`config.mk`:
```
export PLATFORM = sky130hd
export DESIGN_NAME = spd_mode_detect
export DESIGN_NICKNAME = d
export VERILOG_FILES = /design/src/rtl/spd_pkg.sv /design/src/rtl/spd_edge_sync.sv /design/src/rtl/spd_clk_watch.sv /design/src/rtl/spd_frame_meter.sv /design/src/rtl/spd_window_class.sv /design/src/rtl/spd_mode_detect.sv
export SDC_FILE = /design/constraint.sdc
export NUM_CORES = 1
export LEC_CHECK = 0
export ABC_AREA = 0
export BUFFER_PORTS_ARGS = -buffer_cell sky130_fd_sc_hd__buf_2
export CAP_MARGIN = 20
export CORE_UTILIZATION = 66
export DETAILED_ROUTE_END_ITERATION = 10
export PLACE_DENSITY = 0.86
export REMOVE_ABC_BUFFERS = 1
export SYNTH_ARGS = -nofsm -noshare
export SYNTH_HDL_FRONTEND = slang
export SYNTH_HIERARCHICAL = 1
export SYNTH_SLANG_ARGS = --single-unit
export TNS_END_PERCENT = 20
```
`constraint.sdc`:
```
create_clock -name clk -period 3.7 [get_ports clk]
set_clock_uncertainty 0.2 [all_clocks]
set_input_delay 0.37 -clock clk [delete_from_list [all_inputs] [get_ports clk]]
set_output_delay 0.37 -clock clk [all_outputs]
set_load 0.1 [all_outputs]
```
`src/rtl/spd_pkg.sv`:
```
package spd_pkg;

  typedef enum logic [1:0] {
    MODE_NONE   = 2'b00,
    MODE_SINGLE = 2'b01,
    MODE_DOUBLE = 2'b10,
    MODE_QUAD   = 2'b11
  } spd_mode_e;

  // Master-to-frame ratios permitted in each speed class.
  function automatic logic ratio_allowed(spd_mode_e m, int unsigned r);
    case (m)
      MODE_SINGLE: return r inside {256, 384, 512, 768, 1024};
      MODE_DOUBLE: return r inside {128, 192, 256, 384, 512};
      MODE_QUAD:   return r inside {128, 192, 256};
      default:     return 1'b0;
    endcase
  endfunction

endpackage

```
`src/rtl/spd_edge_sync.sv`:
```
module spd_edge_sync (
  input  logic clk,
  input  logic rst,
  input  logic async_i,
  output logic rise_o
);
  // Two flops for metastability, third flop for edge detection.
  logic [2:0] sh_q;

  always_ff @(posedge clk) begin
    if (rst) sh_q <= '0;
    else     sh_q <= {sh_q[1:0], async_i};
  end

  assign rise_o = sh_q[1] & ~sh_q[2];

  // a rising-edge pulse never lasts two cycles
  a_r6_edge_single: assert property (@(posedge clk) disable iff (rst)
    rise_o |=> !rise_o);

endmodule

```
`src/rtl/spd_clk_watch.sv`:
```
module spd_clk_watch #(
  parameter int TMO = 64
) (
  input  logic clk,
  input  logic rst,
  input  logic edge_i,
  output logic present_o
);
  localparam int CW = $clog2(TMO + 1);

  logic [CW-1:0] idle_q;

  // Reset state counts as "missing" until the first edge arrives.
  always_ff @(posedge clk) begin
    if (rst)                      idle_q <= CW'(TMO);
    else if (edge_i)              idle_q <= '0;
    else if (idle_q != CW'(TMO))  idle_q <= idle_q + 1'b1;
  end

  assign present_o = (idle_q != CW'(TMO));

  // idle counter saturates at the timeout
  a_r5_watch_bound: assert property (@(posedge clk) disable iff (rst)
    idle_q <= CW'(TMO));
  // an edge always restores presence on the next cycle
  a_r5_edge_present: assert property (@(posedge clk) disable iff (rst)
    edge_i |=> present_o);

endmodule

```
`src/rtl/spd_frame_meter.sv`:
```
module spd_frame_meter #(
  parameter int PER_W   = 14,
  parameter int RATIO_W = 12
) (
  input  logic               clk,
  input  logic               rst,
  input  logic               en_i,
  input  logic               frm_rise_i,
  input  logic               mst_rise_i,
  output logic               stb_o,
  output logic [PER_W-1:0]   period_o,
  output logic [RATIO_W-1:0] ratio_o
);
  logic               primed_q;
  logic [PER_W-1:0]   per_cnt_q;
  logic [RATIO_W-1:0] mst_cnt_q;
  logic [RATIO_W-1:0] mst_inc;

  // Saturating master-edge count including an edge in the current cycle.
  always_comb begin
    if (mst_rise_i && mst_cnt_q != '1) mst_inc = mst_cnt_q + 1'b1;
    else                               mst_inc = mst_cnt_q;
  end

  always_ff @(posedge clk) begin
    if (rst || !en_i) begin
      primed_q  <= 1'b0;
      per_cnt_q <= PER_W'(1);
      mst_cnt_q <= '0;
      stb_o     <= 1'b0;
      period_o  <= '0;
      ratio_o   <= '0;
    end else begin
      stb_o <= 1'b0;
      if (frm_rise_i) begin
        // The first edge only opens the measurement window.
        primed_q  <= 1'b1;
        stb_o     <= primed_q;
        period_o  <= per_cnt_q;
        ratio_o   <= mst_inc;
        per_cnt_q <= PER_W'(1);
        mst_cnt_q <= '0;
      end else begin
        if (per_cnt_q != '1) per_cnt_q <= per_cnt_q + 1'b1;
        mst_cnt_q <= mst_inc;
      end
    end
  end

  // a measurement strobe is always caused by a frame edge one cycle earlier
  a_r6_stb_follows_frame: assert property (@(posedge clk) disable iff (rst)
    stb_o |-> $past(frm_rise_i));

endmodule

```
`src/rtl/spd_window_class.sv`:
```
module spd_window_class
  import spd_pkg::*;
#(
  parameter int PER_W     = 14,
  parameter int REF_HZ    = 98_304_000,
  parameter int SS_MIN_HZ = 8_000,
  parameter int SS_MAX_HZ = 54_000,
  parameter int DS_MIN_HZ = 84_000,
  parameter int DS_MAX_HZ = 108_000,
  parameter int QS_MIN_HZ = 170_000,
  parameter int QS_MAX_HZ = 216_000
) (
  input  logic [PER_W-1:0] period_i,
  output spd_mode_e        mode_o
);
  logic [2:0] hit;

  for (genvar g = 0; g < 3; g++) begin : g_win
    localparam int FMAX = (g == 0) ? SS_MAX_HZ : (g == 1) ? DS_MAX_HZ : QS_MAX_HZ;
    localparam int FMIN = (g == 0) ? SS_MIN_HZ : (g == 1) ? DS_MIN_HZ : QS_MIN_HZ;
    localparam int LO   = REF_HZ / FMAX - 1;
    localparam int HI   = REF_HZ / FMIN + 1;
    assign hit[g] = (period_i >= PER_W'(LO)) && (period_i <= PER_W'(HI));
  end

  always_comb begin
    if (hit[0])      mode_o = MODE_SINGLE;
    else if (hit[1]) mode_o = MODE_DOUBLE;
    else if (hit[2]) mode_o = MODE_QUAD;
    else             mode_o = MODE_NONE;
  end

endmodule

```
`src/rtl/spd_mode_detect.sv`:
```
module spd_mode_detect
  import spd_pkg::*;
#(
  parameter int REF_HZ    = 98_304_000,
  parameter int SS_MIN_HZ = 8_000,
  parameter int SS_MAX_HZ = 54_000,
  parameter int DS_MIN_HZ = 84_000,
  parameter int DS_MAX_HZ = 108_000,
  parameter int QS_MIN_HZ = 170_000,
  parameter int QS_MAX_HZ = 216_000,
  parameter int PRES_TMO  = 64,
  parameter int STABLE_N  = 4,
  parameter int RATIO_W   = 12
) (
  input  logic               clk,
  input  logic               rst,
  input  logic               frm_clk_i,
  input  logic               bit_clk_i,
  input  logic               mst_clk_i,
  output logic [1:0]         mode_o,
  output logic               valid_o,
  output logic [RATIO_W-1:0] ratio_o,
  output logic               lock_o
);
  localparam int FRM_TMO = REF_HZ / SS_MIN_HZ + 1 + PRES_TMO;
  localparam int PER_W   = $clog2(FRM_TMO + 1);
  localparam int RUN_W   = $clog2(STABLE_N);
  localparam int NCLK    = 3;

  // Index 0: frame clock, 1: bit clock, 2: master clock
  logic [NCLK-1:0] clk_in, rise, present;
  assign clk_in = {mst_clk_i, bit_clk_i, frm_clk_i};

  for (genvar i = 0; i < NCLK; i++) begin : g_clk
    spd_edge_sync u_sync (
      .clk(clk), .rst(rst), .async_i(clk_in[i]), .rise_o(rise[i])
    );
    if (i == 0) begin : g_frm
      spd_clk_watch #(.TMO(FRM_TMO)) u_watch (
        .clk(clk), .rst(rst), .edge_i(rise[i]), .present_o(present[i])
      );
    end else begin : g_fast
      spd_clk_watch #(.TMO(PRES_TMO)) u_watch (
        .clk(clk), .rst(rst), .edge_i(rise[i]), .present_o(present[i])
      );
    end
  end

  logic all_present;
  assign all_present = &present;

  logic               meas_stb;
  logic [PER_W-1:0]   meas_per;
  logic [RATIO_W-1:0] meas_ratio;

  spd_frame_meter #(.PER_W(PER_W), .RATIO_W(RATIO_W)) u_meter (
    .clk(clk), .rst(rst), .en_i(all_present),
    .frm_rise_i(rise[0]), .mst_rise_i(rise[2]),
    .stb_o(meas_stb), .period_o(meas_per), .ratio_o(meas_ratio)
  );

  spd_mode_e cls;

  spd_window_class #(
    .PER_W(PER_W), .REF_HZ(REF_HZ),
    .SS_MIN_HZ(SS_MIN_HZ), .SS_MAX_HZ(SS_MAX_HZ),
    .DS_MIN_HZ(DS_MIN_HZ), .DS_MAX_HZ(DS_MAX_HZ),
    .QS_MIN_HZ(QS_MIN_HZ), .QS_MAX_HZ(QS_MAX_HZ)
  ) u_class (
    .period_i(meas_per), .mode_o(cls)
  );

  // Qualification over consecutive frames
  spd_mode_e          mode_q;
  logic [RATIO_W-1:0] ratio_q;
  logic               have_prev_q, valid_q, lock_q;
  logic [RUN_W-1:0]   run_q, run_nx;
  logic               same, valid_nx;

  always_comb begin
    same = have_prev_q && (cls == mode_q) && (meas_ratio == ratio_q);
    if (!same)                              run_nx = '0;
    else if (run_q != RUN_W'(STABLE_N - 1)) run_nx = run_q + 1'b1;
    else                                    run_nx = run_q;
    valid_nx = (run_nx == RUN_W'(STABLE_N - 1)) && (cls != MODE_NONE);
  end

  always_ff @(posedge clk) begin
    if (rst || !all_present) begin
      mode_q      <= MODE_NONE;
      ratio_q     <= '0;
      have_prev_q <= 1'b0;
      run_q       <= '0;
      valid_q     <= 1'b0;
      lock_q      <= 1'b0;
    end else if (meas_stb) begin
      mode_q      <= cls;
      ratio_q     <= meas_ratio;
      have_prev_q <= 1'b1;
      run_q       <= run_nx;
      valid_q     <= valid_nx;
      lock_q      <= valid_nx && ratio_allowed(cls, 32'(meas_ratio));
    end
  end

  assign mode_o  = mode_q;
  assign ratio_o = ratio_q;
  assign valid_o = valid_q;
  assign lock_o  = lock_q;

  // no valid report without a supported class
  a_r4_none_not_valid: assert property (@(posedge clk) disable iff (rst)
    (mode_o == 2'b00) |-> !valid_o);
  // a missing clock clears every output on the next cycle
  a_r5_missing_clears: assert property (@(posedge clk) disable iff (rst)
    !all_present |=> (!valid_o && !lock_o && mode_o == 2'b00 && ratio_o == '0));
  // lock implies qualification
  a_r7_lock_needs_valid: assert property (@(posedge clk) disable iff (rst)
    lock_o |-> valid_o);
  // while qualified, mode and ratio do not move
  a_r9_valid_holds: assert property (@(posedge clk) disable iff (rst)
    (valid_o && $past(valid_o)) |-> ($stable(mode_o) && $stable(ratio_o)));

endmodule

```
==> impl_metrics.py <==
metrics = {
    "status": {
        "status": "finished, final reports clean",
    },
    "timing": {
        "rsz0062_at_grt": "false",
        "fmax_mhz": 355,
        "final.setup.tns_ns": 0,
        "finalCritPeriodShare_pct": 76.2,
        "timing.hold.ws_ns": 0.0213,
        "finalCriticalPeriod_ns": 2.82,
        "setup_viol": 0,
        "tightestPinTransition_ns": 0.996,
        "post-route-worst-setup-slack_ns": 0.880,
        "slew_headroom_pct": 33.5,
        "maxSlewViolCount": 0,
        "hold_viol": 0,
    },
    "finish": {
        "final_util_pct": 73.4,
        "design_area_um2": 5380,
        "drive_gt1_share_pct": 12.5,
        "layout.nets": 576,
        "synthToLayoutAreaGrowth_pct": 5.91,
        "num_antenna_cells": 0,
        "n_fill_cell": 534,
    },
    "logic_synthesis": {
        "yosys.area.top_type_share_pct": 43.3,
        "synthFlopType": "dfxtp_1",
        "synth_top_area_cell": "dfxtp_1",
        "yosys-top-cells-count": "dfxtp_1, nor2_1, nand2_1, nand3_1, a21oi_1",
        "syn_area_per_cell_um2": 9.24,
        "yosys_warnings": 6,
        "async_reset_ff_share_pct": 0,
        "syn_inst": 550,
        "ys_top_cells_by_area": "dfxtp_1, mux2i_1, nor2_1",
        "synth_cell_types": 75,
        "synth_edf_count": 0,
        "yosysMostFrequentCell": "dfxtp_1",
        "synth-seq-cells": 110,
        "syn_area_um2": 5080,
        "ys_seq_area_share_pct": 43.3,
    },
    "power_and_ir_drop": {
        "pwr_density_cell_nw_per_um2": 364,
        "p_leak_nw": 1.74,
        "peakVddDrop_mv": 0.287,
    },
    "floorplan": {
        "rows": 31,
        "die-area_um2": 8060,
        "coreArea_um2": 7330,
        "die_w_um": 89.8,
        "start_util_pct": 69.3,
        "fp.dieH_um": 89.8,
        "io_pins": 21,
    },
    "place": {
        "pre_cts_ws_ns": 0.959,
        "place_area_um2": 5230,
        "io_buffers": 20,
        "hpwl_um": 7140,
        "gp_congestion": 0.848,
    },
    "detailed_routing": {
        "ant_nets": 0,
        "avgRoutedWirePerCell_um": 15.3,
        "vias": 4188,
        "wl_um": 10200,
        "remaining_drc_errors": 0,
        "firstDrtPassIters": 5,
        "viasPerCell": 6.30,
        "first_iter_violations": 231,
    },
    "global_route": {
        "track_usage_pct": 25.7,
        "grt-ovfl-total": 0,
        "grt_pass1_vias": 3876,
        "grt_pass1_wl_um": 17300,
        "antenna_found_initial": 0,
        "grt_max_degree": 32,
    },
    "worst_setup_path": {
        "regToRegStartpoint": "g_clk[0].g_frm.u_watch/idle_q[0]$_SDFFE_PP1P_",
        "cp.required_ns": 3.74,
        "ff2ff_setup_slack_ns": 0.88,
        "worstSetupEndpoint": "u_meter/ratio_o[5]$_SDFFE_PP0P_",
        "r2r_cells": 8,
        "cp-startpoint": "g_clk[0].g_frm.u_watch/idle_q[0]$_SDFFE_PP1P_",
        "cp-end-kind": "flop",
        "critPathMaxFanout": 19,
        "r2r-end": "u_meter/ratio_o[5]$_SDFFE_PP0P_",
        "cp-start-kind": "flop",
        "criticalPathCategory": "flop to flop",
        "cp.arrival_ns": 2.86,
    },
    "hold_path": {
        "hp-class": "input pin to flop",
    },
    "clocking": {
        "cts_root_buf": "clkbuf_8",
        "cts_sinks": 110,
        "htreeDepth": 3,
        "clockBufferDepth": 2,
        "clk_latency_ns": 0.36,
        "post_cts_buffers": 0,
        "cts_hold_buffers": 0,
        "cts_tree": "done",
        "cts_buffers": 9,
        "clk_pin_slew_worst_paths_ns": 0.09,
        "post_cts_resize_count": 0,
    },
    "job": {
        "maxCapViolCount": 0,
    },
}
## through the flow
| stage | cells | total power [mW] |
|---|---|---|
| floorplan | 530 | 1.33 |
| global placement | 651 | 1.35 |
| detailed placement | 651 | 1.36 |
| CTS | 665 | 1.97 |
| global route | 665 | 2.03 |
| finish | 665 | 1.96 |
## critical path: stages, from the launching register on
cell	delay, ns
dfxtp_1	0.44
ha_1	0.18
nor4b_1	0.26
nand4_1	0.30
and3_1	0.33
and3b_1	0.41
a32o_1	0.36
a31oi_1	0.14
o211ai_1	0.10
## power by group
part           leakage [nW]  internal, mW  switching (mW)
Clock                0.0756         0.258           0.365
Combinational         0.772        0.0483          0.0607
Sequential            0.889          1.20          0.0252
Total                  1.74          1.51           0.451
## worst min-delay path by stage
| stage | from | end | slack, ns | cells after the start |
|---|---|---|---|---|
| 2_1_floorplan | g_clk[0].u_sync/sh_q[0]$_SDFF_PP0_ | g_clk[0].u_sync/sh_q[1]$_SDFF_PP0_ | 0.21 | 1 |
| 3_3_place_gp | g_clk[0].u_sync/sh_q[0]$_SDFF_PP0_ | g_clk[0].u_sync/sh_q[1]$_SDFF_PP0_ | 0.22 | 1 |
| 3_5_place_dp | g_clk[2].u_sync/sh_q[0]$_SDFF_PP0_ | g_clk[2].u_sync/sh_q[1]$_SDFF_PP0_ | 0.22 | 1 |
| 4_1_cts | bit_clk_i | g_clk[1].u_sync/sh_q[0]$_SDFF_PP0_ | 0.01 | 2 |
| 5_1_grt | bit_clk_i | g_clk[1].u_sync/sh_q[0]$_SDFF_PP0_ | 0.02 | 2 |
| 6_report | bit_clk_i | g_clk[1].u_sync/sh_q[0]$_SDFF_PP0_ | 0.02 | 2 |
## routing by layer
| layer | vias to the layer above | track usage, % | share of wire [%] |
|---|---|---|---|
| met5 | - | 0 | 0 |
| met4 | 0 | 11.5 | 1.8 |
| met3 | 23 | 3.55 | 4.0 |
| met2 | 116 | 43.5 | 49 |
| met1 | 2004 | 32.6 | 46 |
| li1 | 2045 | - | - |
## cells by family (layout without fill, tap and decap cells)
| kind of cell | Yosys count | after routing | synth area share [%] |
|---|---|---|---|
| simple gates | 232 | 232 | 26.7 |
| buf+inv | 36 | 52 | 3.15 |
| compound gates | 111 | 111 | 14.8 |
| mux | 19 | 19 | 3.74 |
| flops | 110 | 110 | 43.3 |
| xor+xnor | 34 | 34 | 6.30 |
| fa+ha+maj | 8 | 8 | 1.97 |
## final cells by class
cell class,count,area [um2],area share (%)
repair buffers,22,115,2.14
clock inverters,1,7.51,0.139
inverters,16,60.1,1.12
clock buffers,13,149,2.77
flip-flops and latches,110,2200,40.9
well taps,99,124,2.30
multi-input cells,404,2730,50.6
## sequential cells by signal (all words and copies together) (netlist names)
name	cells
ratio_o	12
u_meter/per_cnt_q	14
u_meter/primed_q	1
run_q	2
u_meter/stb_o	1
g_clk.u_sync/sh_q	9
mode_o	2
g_clk.g_fast.u_watch/idle_q	14
have_prev_q	1
valid_o	1
u_meter/ratio_o	12
u_meter/period_o	14
lock_o	1
g_clk.g_frm.u_watch/idle_q	14
u_meter/mst_cnt_q	12
## layout by cell type (no fill, tap or decap), types with 3 or more instances in the layout
cell,synthesis,final
nand2b_1,5,5
nand4_1,13,13
o21ai_1,4,4
nor4_1,10,10
inv_1,16,16
ha_1,8,8
or3_2,3,3
dfxtp_1,110,110
or2_2,3,3
a211oi_1,5,5
or3_1,5,5
nor2_1,44,44
and4_1,3,3
a22o_1,12,12
buf_2,3,20
or3_4,3,3
nor2b_2,3,3
nor4b_1,3,3
o31ai_1,8,8
xnor2_2,3,3
nor3_1,22,22
clkbuf_8,0,10
nand2_1,32,32
a31oi_1,7,7
nor2b_1,15,15
clkbuf_1,11,3
nand3_1,30,30
o21ai_0,22,22
mux2i_1,19,19
a21oi_1,25,25
or4_1,7,7
nor3_2,3,3
xnor2_1,15,15
o211ai_1,4,4
xor2_1,16,16
Note: power is estimated with default switching activity, not from simulation.
